==> src/rtl/pport_regs.sv <==
module pport_regs #(
  parameter int SYNC_STAGES = 2
) (
  input  logic       clk,
  input  logic       rst_n,
  input  logic       sel,
  input  logic       wr,
  input  logic [1:0] addr,
  input  logic [7:0] wdata,
  output logic [7:0] rdata,
  output logic [7:0] pd_out,
  output logic       pd_oe,
  input  logic [7:0] pd_in,
  output logic [3:0] ctl_pull_low,
  input  logic [3:0] ctl_in,
  input  logic       busy_pin,
  input  logic       nack_pin,
  input  logic       paper_pin,
  input  logic       select_pin,
  input  logic       fault_n_pin,
  output logic       irq
);
  localparam int IN_W = 8 + 4 + 5;
  localparam logic [1:0] OFS_DATA = 2'd0;
  localparam logic [1:0] OFS_STAT = 2'd1;
  localparam logic [1:0] OFS_CTRL = 2'd2;

  logic [7:0] data_q;
  logic [5:0] ctrl_q;
  logic       flag_q;
  logic       nack_d;
  logic [SYNC_STAGES-1:0][IN_W-1:0] sync_q;
  logic [IN_W-1:0] s;

  wire [IN_W-1:0] raw = {pd_in, ctl_in, busy_pin, nack_pin, paper_pin, select_pin, fault_n_pin};

  always_ff @(posedge clk) begin
    if (!rst_n) sync_q <= '0;
    else begin
      sync_q[0] <= raw;
      for (int i = 1; i < SYNC_STAGES; i++) sync_q[i] <= sync_q[i-1];
    end
  end

  assign s = sync_q[SYNC_STAGES-1];

  wire [7:0] pd_s    = s[16:9];
  wire [3:0] ctl_s   = s[8:5];
  wire       busy_s  = s[4];
  wire       nack_s  = s[3];
  wire       paper_s = s[2];
  wire       slct_s  = s[1];
  wire       fault_s = s[0];

  wire wr_en     = sel && wr;
  wire stat_rd   = sel && !wr && (addr == OFS_STAT);
  wire nack_rise = nack_s && !nack_d;

  always_ff @(posedge clk) begin
    if (!rst_n) begin
      data_q <= '0;
      ctrl_q <= '0;
      nack_d <= 1'b0;
      flag_q <= 1'b0;
    end else begin
      nack_d <= nack_s;
      if (wr_en && addr == OFS_DATA) data_q <= wdata;
      if (wr_en && addr == OFS_CTRL) ctrl_q <= wdata[5:0];
      if (ctrl_q[4] && nack_rise) flag_q <= 1'b1;
      else if (stat_rd)          flag_q <= 1'b0;
    end
  end

  assign pd_out       = data_q;
  assign pd_oe        = !ctrl_q[5];
  assign ctl_pull_low = {ctrl_q[3], ~ctrl_q[2], ctrl_q[1], ctrl_q[0]};
  assign irq          = flag_q && ctrl_q[4];

  always_comb begin
    case (addr)
      OFS_DATA: rdata = ctrl_q[5] ? pd_s : data_q;
      OFS_STAT: rdata = {~busy_s, nack_s, paper_s, slct_s, fault_s, ~flag_q, 2'b11};
      OFS_CTRL: rdata = {2'b11, ctrl_q[5:4], ~ctl_s[3], ctl_s[2], ~ctl_s[1], ~ctl_s[0]};
      default:  rdata = 8'hFF;
    endcase
  end
endmodule


==> config.mk <==
export PLATFORM = sky130hd
export DESIGN_NAME = pport_regs
export DESIGN_NICKNAME = d
export VERILOG_FILES = /design/src/rtl/pport_regs.sv
export SDC_FILE = /design/constraint.sdc
export NUM_CORES = 1
export LEC_CHECK = 0
export ABC_AREA = 1
export BUFFER_PORTS_ARGS = -buffer_cell sky130_fd_sc_hd__buf_4
export CAP_MARGIN = 20
export CORE_MARGIN = 3
export CORE_UTILIZATION = 54
export DETAILED_ROUTE_END_ITERATION = 16
export GPL_TIMING_DRIVEN = 0
export PLACE_DENSITY = 0.78
export SETUP_SLACK_MARGIN = 0.15
export SYNTH_ARGS = -nofsm -noshare
export SYNTH_HDL_FRONTEND = slang
export SYNTH_SLANG_ARGS = --single-unit
==> constraint.sdc <==
create_clock -name clk -period 2.3 [get_ports clk]
set_input_delay 0.345 -clock clk [delete_from_list [all_inputs] [get_ports clk]]
set_output_delay 0.345 -clock clk [all_outputs]
set_load 0.01 [all_outputs]
==> results.tsv, run 1 <==
stage	metric	value	unit
grt	vias in the first global route	1424	
hold_path	HP Class	in -> reg	
layout	most common cell after layout, fill and taps aside	nand2_1	
worst_setup_path	Slowest Stage Delay on Critical Path	0.37	ns
drt	DRT Pass-1 Iters	4	
worst_setup_path	CP max stage cell	clkbuf_1	
sta	max-slew violations	0	
placement	Port-buffer cells	51	
power_and_ir_drop	leakage	0.001355	uW
floorplanning	Core Rows	20	
worst_setup_path	RR Endpoint	ctrl_q[5]	
synth	area share of the largest cell type after synthesis	53.73	%
sta	Rel. slew slack	70.34	%
worst_setup_path	CP required	1.96	ns
clock_network	H-tree Lvls	2	
grt	first-pass GRT wire length	5927	um
grt	largest net degree at the start of global routing	15	
layout	Fill cells	276	
synth	Syn Area/Cell	7.364	um^2
drt	vias	1552	
drt	WL/cell	9.930	um
layout	nets@finish	342	
layout	share of post-route cells with drive strength above 1	23.08	%
drt	Routed Antenna Nets	0	
worst_setup_path	top fanout value on the critical path	10	
floorplanning	Die Wd	64.74	um
worst_setup_path	CP most frequent cell	nor2_1	
hold_path	HP Start	pd_in[5]	
drt	drt via density	4.360	
power_and_ir_drop	total power	1499	uW
layout	# diodes	0	
sta	Setup TNS Final	0	ns
clock_network	CTS clk-pin slew, worst paths	0.13	ns
clock_network	CTS tree	yes	
floorplanning	Initial Util	58.62	%
layout	Core Util, Final	74.29	%
floorplanning	io pins	53	
clock_network	Gates resized, CTS repair	0	
sta	Worst Max-Slew Pin Slew	0.4449	ns
status	status	finished, final reports clean	
worst_setup_path	worst reg2reg path depth	3	
placement	Placed Area	2301	um^2
layout	Area Overhead vs Synth	26.73	%
sta	worst setup margin	0.3577	ns
clock_network	cts hold-fix bufs	0	
floorplanning	Die H	64.74	um
clock_network	clk sink count	50	
clock_network	Clock Tree Root	clkbuf_4	
power_and_ir_drop	VDD IR-drop max	0.5164	mV
clock_network	maximum clock path buffer count	2	
worst_setup_path	CP Launch Type	flop	
drt	DRC Markers	0	
synth	synth warn	0	
grt	GRT Residual Overflow	0	
placement	pre-CTS WS	0.7392	ns
synth	syn_nets	284	
synth	sequential share of the synthesized area	53.73	%
sta	Final Cycle Share	84.45	%
hold_path	hold-critical path depth	3	
power_and_ir_drop	Pwr Density	634.8	nW/um^2
sta	setup repair after global routing missed its margin	false	
clock_network	setup repair bufs after CTS	0	
worst_setup_path	crit-path cells	clkbuf_1 -> nor2_1 -> nor2_1 -> o21ai_0 -> nand3_1 -> buf_4	
floorplanning	die area	4191	um^2
synth	Synth area leaders	dfxtp_1 (54%), nand2_1 (13%), inv_1 (11%), nor2_1 (7.7%), o21ai_0 (4.6%)	
placement	DP HPWL	2695	um
sta	fmax	514.9	MHz
worst_setup_path	CP endpoint kind	output port	
job	# Max-Cap Violations	0	
synth	cell taking the most area after synthesis	dfxtp_1	
sta	Fin. Hold Viols	0	
sta	skew final	0.006821	ns
layout	most frequent cells in the layout	nand2_1 (65), buf_4 (55), inv_1 (53)	
synth	post-synthesis register bit count	50	
grt	gr usage total	18.26	%
worst_setup_path	reg2reg start	ctrl_q[5]	
worst_setup_path	Worst Path Class, Setup	reg -> out	
drt	Iteration-0 DRC Markers	99	
worst_setup_path	reg2reg setup slack	1.33	ns
grt	initial antenna violation count	0	
synth	Distinct cells, synth	21	
sta	Final setup viols	0	
hold_path	hold path endpoint	sync_q[14]	
worst_setup_path	worst path buffer plus inverter count	2	
placement	GP Congestion	0.7900	
drt	Total Wirelength	3535	um
worst_setup_path	CP Data Arrival Time	1.60	ns
layout	Final Cell Area	2361	um^2
clock_network	CTS buffer count	5	
sta	post-layout min period	1.942	ns
synth	Mapped Area	1863	um^2
floorplanning	core area	3178	um^2
synth	cell count after synthesis	253	
clock_network	Worst-Skew Late Latency	0.35	ns
worst_setup_path	CP delay by family, top	buffers and inverters	
[sequential cells by signal (all words and copies together), names as in the netlist]
name,cells
pd_out,8
s,17
ctrl_q,6
sync_q,17
nack_d,1
flag_q,1
[where the power goes]
part	internal, uW	leakage (uW)	switching, uW	total, uW
Sequential	903	0.000411	12.9	916
Combinational	91.8	0.000909	91.5	183
Clock	149	0.0000353	251	400
[cell families (layout without fill, tap and decap cells)]
logic type / after synthesis / in the layout / share of synthesized area [%]
AO/OA/AOI/OAI: 24 / 24 / 6.850
buffers and inverters: 67 / 126 / 15.31
flip-flops: 50 / 50 / 53.73
AND/OR/NAND/NOR: 112 / 112 / 24.11
[area by class of cell]
class	instances	area (um^2)	share of cell area, %
clock buffer	7	55.05	2.332
timing repair buffer	51	382.9	16.22
clock inverter	1	5.005	0.2120
inverter	55	206.4	8.744
sequential	50	1001	42.40
tap	44	55.05	2.332
buffer	12	78.83	3.339
multi-input combinational	136	576.8	24.43
[metrics by stage]
stage / hold slack, ns / instances
6_report: 0.1628 / 356
2_1_floorplan: 0.3864 / 253
5_1_grt: 0.1487 / 356
4_1_cts: 0.1463 / 356
3_5_place_dp: 0.3982 / 348
3_3_place_gp: 0.3924 / 348
[worst reg2reg max path, cell delays in order, from the launching register on]
cell and delay [ns]:
dfxtp_1 0.36, clkbuf_1 0.37, nor2_1 0.09, nor2_1 0.10
[worst max-delay path by stage]
stage,from,to,slack [ns],depth (start not counted)
floorplan,ctrl_q[5],rdata[0],1.02,3
CTS,ctrl_q[5],rdata[2],0.33,6
global route,ctrl_q[5],rdata[2],0.20,6
detailed placement,ctrl_q[5],rdata[2],0.74,6
finish,ctrl_q[5],rdata[2],0.36,6
global placement,ctrl_q[5],rdata[2],0.74,6
[synth_stat cells]
master / number
a21oi_1: 3
o22ai_1: 2
nand2_4: 1
nand2_1: 65
o211ai_1: 1
nand3b_1: 1
buf_6: 2
clkbuf_1: 3
nor2_2: 1
o31ai_1: 1
dfxtp_1: 50
nand2_2: 1
o21ai_0: 17
buf_2: 3
nor2_4: 1
nor2_1: 38
inv_2: 1
inv_1: 53
clkinv_1: 1
nand3_1: 4
buf_4: 4
[metal layers]
metal	track usage (%)	share of wire [%]	up-vias
li1	-	-	845
met1	22.05	47	654
met2	29.76	45	48
met3	5.199	6.7	5
met4	8.707	1.2	0
met5	0	0	-
Note: power is estimated with default switching activity, not from simulation.
==> run 2, diff against run 1 <==
Settings changed: CORE_UTILIZATION 54 to 50, PLACE_DENSITY 0.78 to 0.73.
Clock period 2.3 ns to 1.9 ns, I/O delays scaled along.
==> run 2 against run 1 <==
Compared with the run above: global-route usage rose by 0.45 points; via count rose by 3.1%; die area rose by 7.2%; register-to-register slack got worse by 0.25 ns; critical path depth did not move; total power rose by 39%; worst hold slack got worse by 0.0027 ns; clock skew fell by 0.0045 ns; critical endpoint unchanged.
==> results.tsv, run 2 (synthesis results as in run 1) <==
stage	metric	value	unit
sta	worst setup margin	0.2633	ns
worst_setup_path	CP Data Arrival Time	1.35	ns
drt	uppermost routed layer	met4	
layout	Final Cell Area	2421	um^2
layout	most common cell after layout, fill and taps aside	nand2_1	
layout	most frequent cells in the layout	nand2_1 (65), buf_4 (55), inv_1 (53)	
clock_network	H-tree Lvls	2	
clock_network	CTS tree	yes	
placement	Placed Area	2303	um^2
drt	vias	1600	
placement	GP Congestion	0.7707	
layout	Core Util, Final	69.81	%
hold_path	HP Class	in -> reg	
layout	nets@finish	342	
sta	fmax	611.0	MHz
drt	drt via density	4.482	
layout	register area	1001	um^2
power_and_ir_drop	VDD IR-drop max	0.5164	mV
floorplanning	Die Wd	67.04	um
drt	Total Wirelength	3759	um
power_and_ir_drop	total power	2080	uW
sta	Final Cycle Share	86.14	%
sta	Fin. Hold Viols	0	
worst_setup_path	CP Launch Type	flop	
floorplanning	core area	3468	um^2
power_and_ir_drop	leakage	0.001382	uW
clock_network	CTS clk-pin slew, worst paths	0.08	ns
grt	GRT Residual Overflow	0	
layout	Area Overhead vs Synth	29.95	%
sta	skew final	0.002288	ns
placement	DP HPWL	2794	um
floorplanning	Die H	67.04	um
clock_network	Worst-Skew Late Latency	0.30	ns
grt	largest net degree at the start of global routing	15	
sta	setup repair after global routing missed its margin	false	
worst_setup_path	Worst Path Class, Setup	reg -> out	
power_and_ir_drop	Pwr Density	859.0	nW/um^2
sta	post-layout min period	1.637	ns
worst_setup_path	CP endpoint kind	output port	
placement	Port-buffer cells	51	
drt	Iteration-0 DRC Markers	108	
clock_network	CTS buffer count	5	
floorplanning	Initial Util	53.72	%
clock_network	maximum clock path buffer count	2	
floorplanning	die area	4494	um^2
sta	Worst Max-Slew Pin Slew	0.3898	ns
grt	vias in the first global route	1429	
floorplanning	io pins	53	
clock_network	clk sink count	50	
worst_setup_path	CP max stage cell	dfxtp_1	
drt	DRC Markers	0	
layout	Fill cells	330	
job	# Max-Cap Violations	0	
drt	DRT Pass-1 Iters	4	
worst_setup_path	Slowest Stage Delay on Critical Path	0.36	ns
layout	# diodes	0	
placement	pre-CTS WS	0.3797	ns
sta	max-slew violations	0	
drt	wire length on met3	271	um
status	status	finished, final reports clean	
drt	Routed Antenna Nets	0	
sta	Rel. slew slack	74.01	%
drt	met2 WL post-DR	1789	um
worst_setup_path	CP most frequent cell	nor2_1	
floorplanning	Core Rows	21	
grt	first-pass GRT wire length	6244	um
sta	Final setup viols	0	
worst_setup_path	crit-path cells	clkbuf_4 -> nor2_1 -> nor2_1 -> o21ai_0 -> nand3_1 -> buf_4	
layout	Multi-input gate area	576.8	um^2
drt	wl on met1	1663	um
grt	gr usage total	18.71	%
sta	Setup TNS Final	0	ns
grt	initial antenna violation count	0	
clock_network	Clock Tree Root	clkbuf_8	
worst_setup_path	CP required	1.62	ns
layout	share of post-route cells with drive strength above 1	23.79	%
worst_setup_path	top fanout value on the critical path	10	
drt	WL/cell	10.53	um
clock_network	cts hold-fix bufs	0	
run 2: changes by cell type in the layout (fill, tap and decap cells not counted), sizes merged:
cell,before,now
bufinv,0,1
clkinv,2,1
clkbuf,10,9
run 2: timing repair:
item,in CTS,in global routing
pin swaps,0,0
setup endpoints to repair,7,3
gates resized for setup,2,2
setup buffers,0,0
run 2: worst paths after layout:
check	start	to	slack [ns]	depth (start not counted)
max	ctrl_q[5]	rdata[2]	0.26	6
min	pd_in[1]	sync_q[10]	0.16	3
max reg2reg	ctrl_q[5]	ctrl_q[5]	1.08	3
min reg2reg	sync_q[9]	s[9]	0.41	2
run 2: worst max-delay path: cells and delay by family (launching register included):
| family | cells | cell delay [ns] |
|---|---|---|
| AO/OA/AOI/OAI | 1 | 0.10 |
| buffers and inverters | 2 | 0.35 |
| flip-flops | 1 | 0.36 |
| AND/OR/NAND/NOR | 3 | 0.24 |
run 2: routing by layer:
metal	track usage, %	up-vias
li1	-	840
met1	22.23	707
met2	31.04	49
met3	6.071	4
met4	7.089	0
met5	0	-
run 2: layout make-up:
cell class / count / area share, %
Sequential cell: 50 / 41.34
Inverter: 55 / 8.579
Tap cell: 46 / 2.377
Buffer: 12 / 3.411
Multi-Input combinational cell: 136 / 23.82
Clock inverter: 1 / 1.240
Clock buffer: 6 / 3.411
Timing Repair Buffer: 51 / 15.81
run 2: where the power goes:
part	switching, uW	leakage, uW	internal, uW	total [uW]
registers	16.6	0.000411	1090	1110
clock network	326	0.0000573	421	747
logic	112	0.000913	112	224
total	455	0.00138	1620	2080
run 2: stage by stage:
stage                     hold slack (ns)  instances
final                              0.1601        357
after global routing               0.1521        357
after CTS                          0.1589        357
after detailed placement           0.3953        350
after global placement             0.3901        350
after floorplan                    0.3826        253
==> run 3, diff against run 2 <==
Settings changed: CORE_MARGIN 3 to 5, CORE_UTILIZATION 50 to 45, CTS_CLUSTER_SIZE set to 20, PLACE_DENSITY 0.73 to 0.69.
Clock period 1.9 ns to 1.5 ns, I/O delays scaled along.
==> run 3 against run 2 <==
Compared with the run above: die area grew 23%; non-clock buffer count grew 1; worst hold slack worse by 0.059 ns; wire length is 1.8% lower; register-to-register slack got worse by 0.39 ns; via count decreased by 4.1%; core utilization down 7.8 points; clock power grew 9.5%; design area grew 2.4%; clock skew increased by 0.0081 ns; global-route usage down 4.5 points; first-iteration DRC count shrank 37%.
==> results.tsv, run 3 (synthesis results as in run 1) <==
stage	metric	value	unit
power_and_ir_drop	Sw Share	24.06	%
sta	max-slew violations	0	
worst_setup_path	crit-path cells	buf_4 -> a21oi_1 -> o22ai_1 -> buf_4	
floorplanning	core area	4000	um^2
layout	share of post-route cells with drive strength above 1	27.16	%
sta	Setup TNS Final	0	ns
drt	drt via density	4.226	
worst_setup_path	worst reg2reg path depth	3	
clock_network	CTS tree	yes	
layout	# diodes	0	
drt	WL/cell	10.17	um
sta	Worst Max-Slew Pin Slew	0.3995	ns
worst_setup_path	CP Launch Type	flop	
clock_network	maximum clock path buffer count	2	
power_and_ir_drop	VDD IR-drop max	0.7089	mV
sta	Rel. slew slack	73.37	%
sta	setup repair after global routing missed its margin	true	
power_and_ir_drop	Psw	605.8	uW
worst_setup_path	CP endpoint kind	output port	
clock_network	Worst-Skew Late Latency	0.30	ns
floorplanning	Core Rows	23	
power_and_ir_drop	leakage	0.001397	uW
grt	first-pass GRT wire length	5858	um
drt	vias	1534	
worst_setup_path	RR Endpoint	ctrl_q[5]	
power_and_ir_drop	internal power	1912	uW
layout	most frequent cells in the layout	nand2_1 (63), buf_4 (55), inv_1 (53)	
grt	met3 GRT Util	5.135	%
layout	most common cell after layout, fill and taps aside	nand2_1	
drt	Routed Antenna Nets	0	
floorplanning	io pins	53	
job	# Max-Cap Violations	0	
status	status	finished, final reports clean	
drt	DRT Pass-1 Iters	4	
sta	Fin. Hold Viols	0	
worst_setup_path	CP most frequent cell	buf_4	
sta	post-layout min period	1.468	ns
clock_network	Clock Tree Root	clkbuf_8	
clock_network	CTS clk-pin slew, worst paths	0.09	ns
placement	GP Congestion	0.8318	
hold_path	hold-critical path depth	3	
power_and_ir_drop	sequential cell fraction of total power	55.8	%
power_and_ir_drop	clock power share	32.5	%
sta	Final Cycle Share	97.86	%
drt	DRC Markers	0	
layout	register area	1005	um^2
clock_network	CTS buffer count	5	
worst_setup_path	CP required	1.27	ns
worst_setup_path	CP Data Arrival Time	1.24	ns
hold_path	HP Class	in -> reg	
grt	vias in the first global route	1300	
sta	skew final	0.01040	ns
floorplanning	Initial Util	46.57	%
floorplanning	die area	5527	um^2
clock_network	clk sink count	50	
grt	largest net degree at the start of global routing	17	
worst_setup_path	top fanout value on the critical path	5	
worst_setup_path	Slowest Stage Delay on Critical Path	0.41	ns
floorplanning	Die Wd	74.35	um
grt	gr usage total	14.17	%
layout	Fill cells	380	
grt	GR peak layer	met2	
drt	Total Wirelength	3693	um
power_and_ir_drop	combinational power share	11.7	%
layout	Multi-input gate area	615.6	um^2
placement	DP HPWL	2723	um
placement	Port-buffer cells	51	
worst_setup_path	reg2reg start	ctrl_q[5]	
sta	fmax	681.2	MHz
layout	Area Overhead vs Synth	33.11	%
placement	pre-CTS WS	0.1116	ns
worst_setup_path	Critical Path Source	ctrl_q[5]	
worst_setup_path	CP max stage cell	dfxtp_4	
drt	Iteration-0 DRC Markers	68	
layout	nets@finish	343	
grt	GR Util met2	24.21	%
grt	initial antenna violation count	0	
worst_setup_path	Worst Path Class, Setup	reg -> out	
worst_setup_path	reg2reg setup slack	0.69	ns
grt	GRT Residual Overflow	0	
floorplanning	Die H	74.35	um
clock_network	H-tree Lvls	2	
sta	Final setup viols	0	
hold_path	HP Start	pd_in[2]	
power_and_ir_drop	Pwr Density	1015	nW/um^2
hold_path	hold path endpoint	sync_q[11]	
grt	met1 GRT Util	16.49	%
clock_network	setup repair bufs after CTS	0	
sta	worst setup margin	0.03209	ns
==> run 3: repair_timing <==
| action | CTS | global route |
|---|---|---|
| hold buffers | 0 | 0 |
| gates cloned | 1 | 0 |
| pin swaps | 6 | 3 |
| endpoints found under the setup margin | 9 | 8 |
| resized for setup | 14 | 12 |
==> run 3: per-layer routing <==
metal | routed length [um] | share of wire [%]
met5 | 0 | 0
met4 | 39 | 1.1
met3 | 302 | 8.2
met2 | 1803 | 49
met1 | 1547 | 42
==> run 3: through the flow <==
stage	instances	util (%)	area, um^2	hold slack (ns)	power (uW)
after global placement	354	57.71	2308	0.3931	1712
after CTS	363	61.18	2447	0.09253	2525
final	363	62.00	2480	0.1012	2517
after detailed placement	354	57.71	2308	0.3943	1716
after floorplan	253	-	1863	0.3226	1576
after global routing	363	62.00	2480	0.08960	2629
==> run 3: worst max-delay path: cells and delay by family, from the launching register on <==
family	cells	cell delay, ns
AO/OA/AOI/OAI	2	0.22
buffers and inverters	2	0.31
flip-flops	1	0.41
==> run 3: worst max path at each step <==
| stage | end | slack, ns |
|---|---|---|
| 6_report | rdata[5] | 0.03 |
| 5_1_grt | rdata[2] | -0.01 |
| 4_1_cts | rdata[2] | 0.01 |
| 3_5_place_dp | rdata[2] | 0.11 |
| 3_3_place_gp | rdata[2] | 0.11 |
| 2_1_floorplan | rdata[0] | 0.34 |
==> run 3: final cells by class <==
class	instances	share of cell area (%)
Inverter	55	8.628
Clock buffer	6	3.330
Timing Repair Buffer	52	15.89
Multi-Input combinational cell	136	24.82
Sequential cell	50	40.51
Tap cell	50	2.523
Clock inverter	2	0.6559
Buffer	12	3.633
==> run 3: power by group through the flow <==
stage / clock (uW) / combinational (uW) / sequential (uW)
finish: 818 / 294 / 1400
detailed placement: 0 / 282 / 1430
global placement: 0 / 279 / 1430
floorplan: 0 / 143 / 1430
CTS: 830 / 291 / 1400
global route: 887 / 330 / 1410
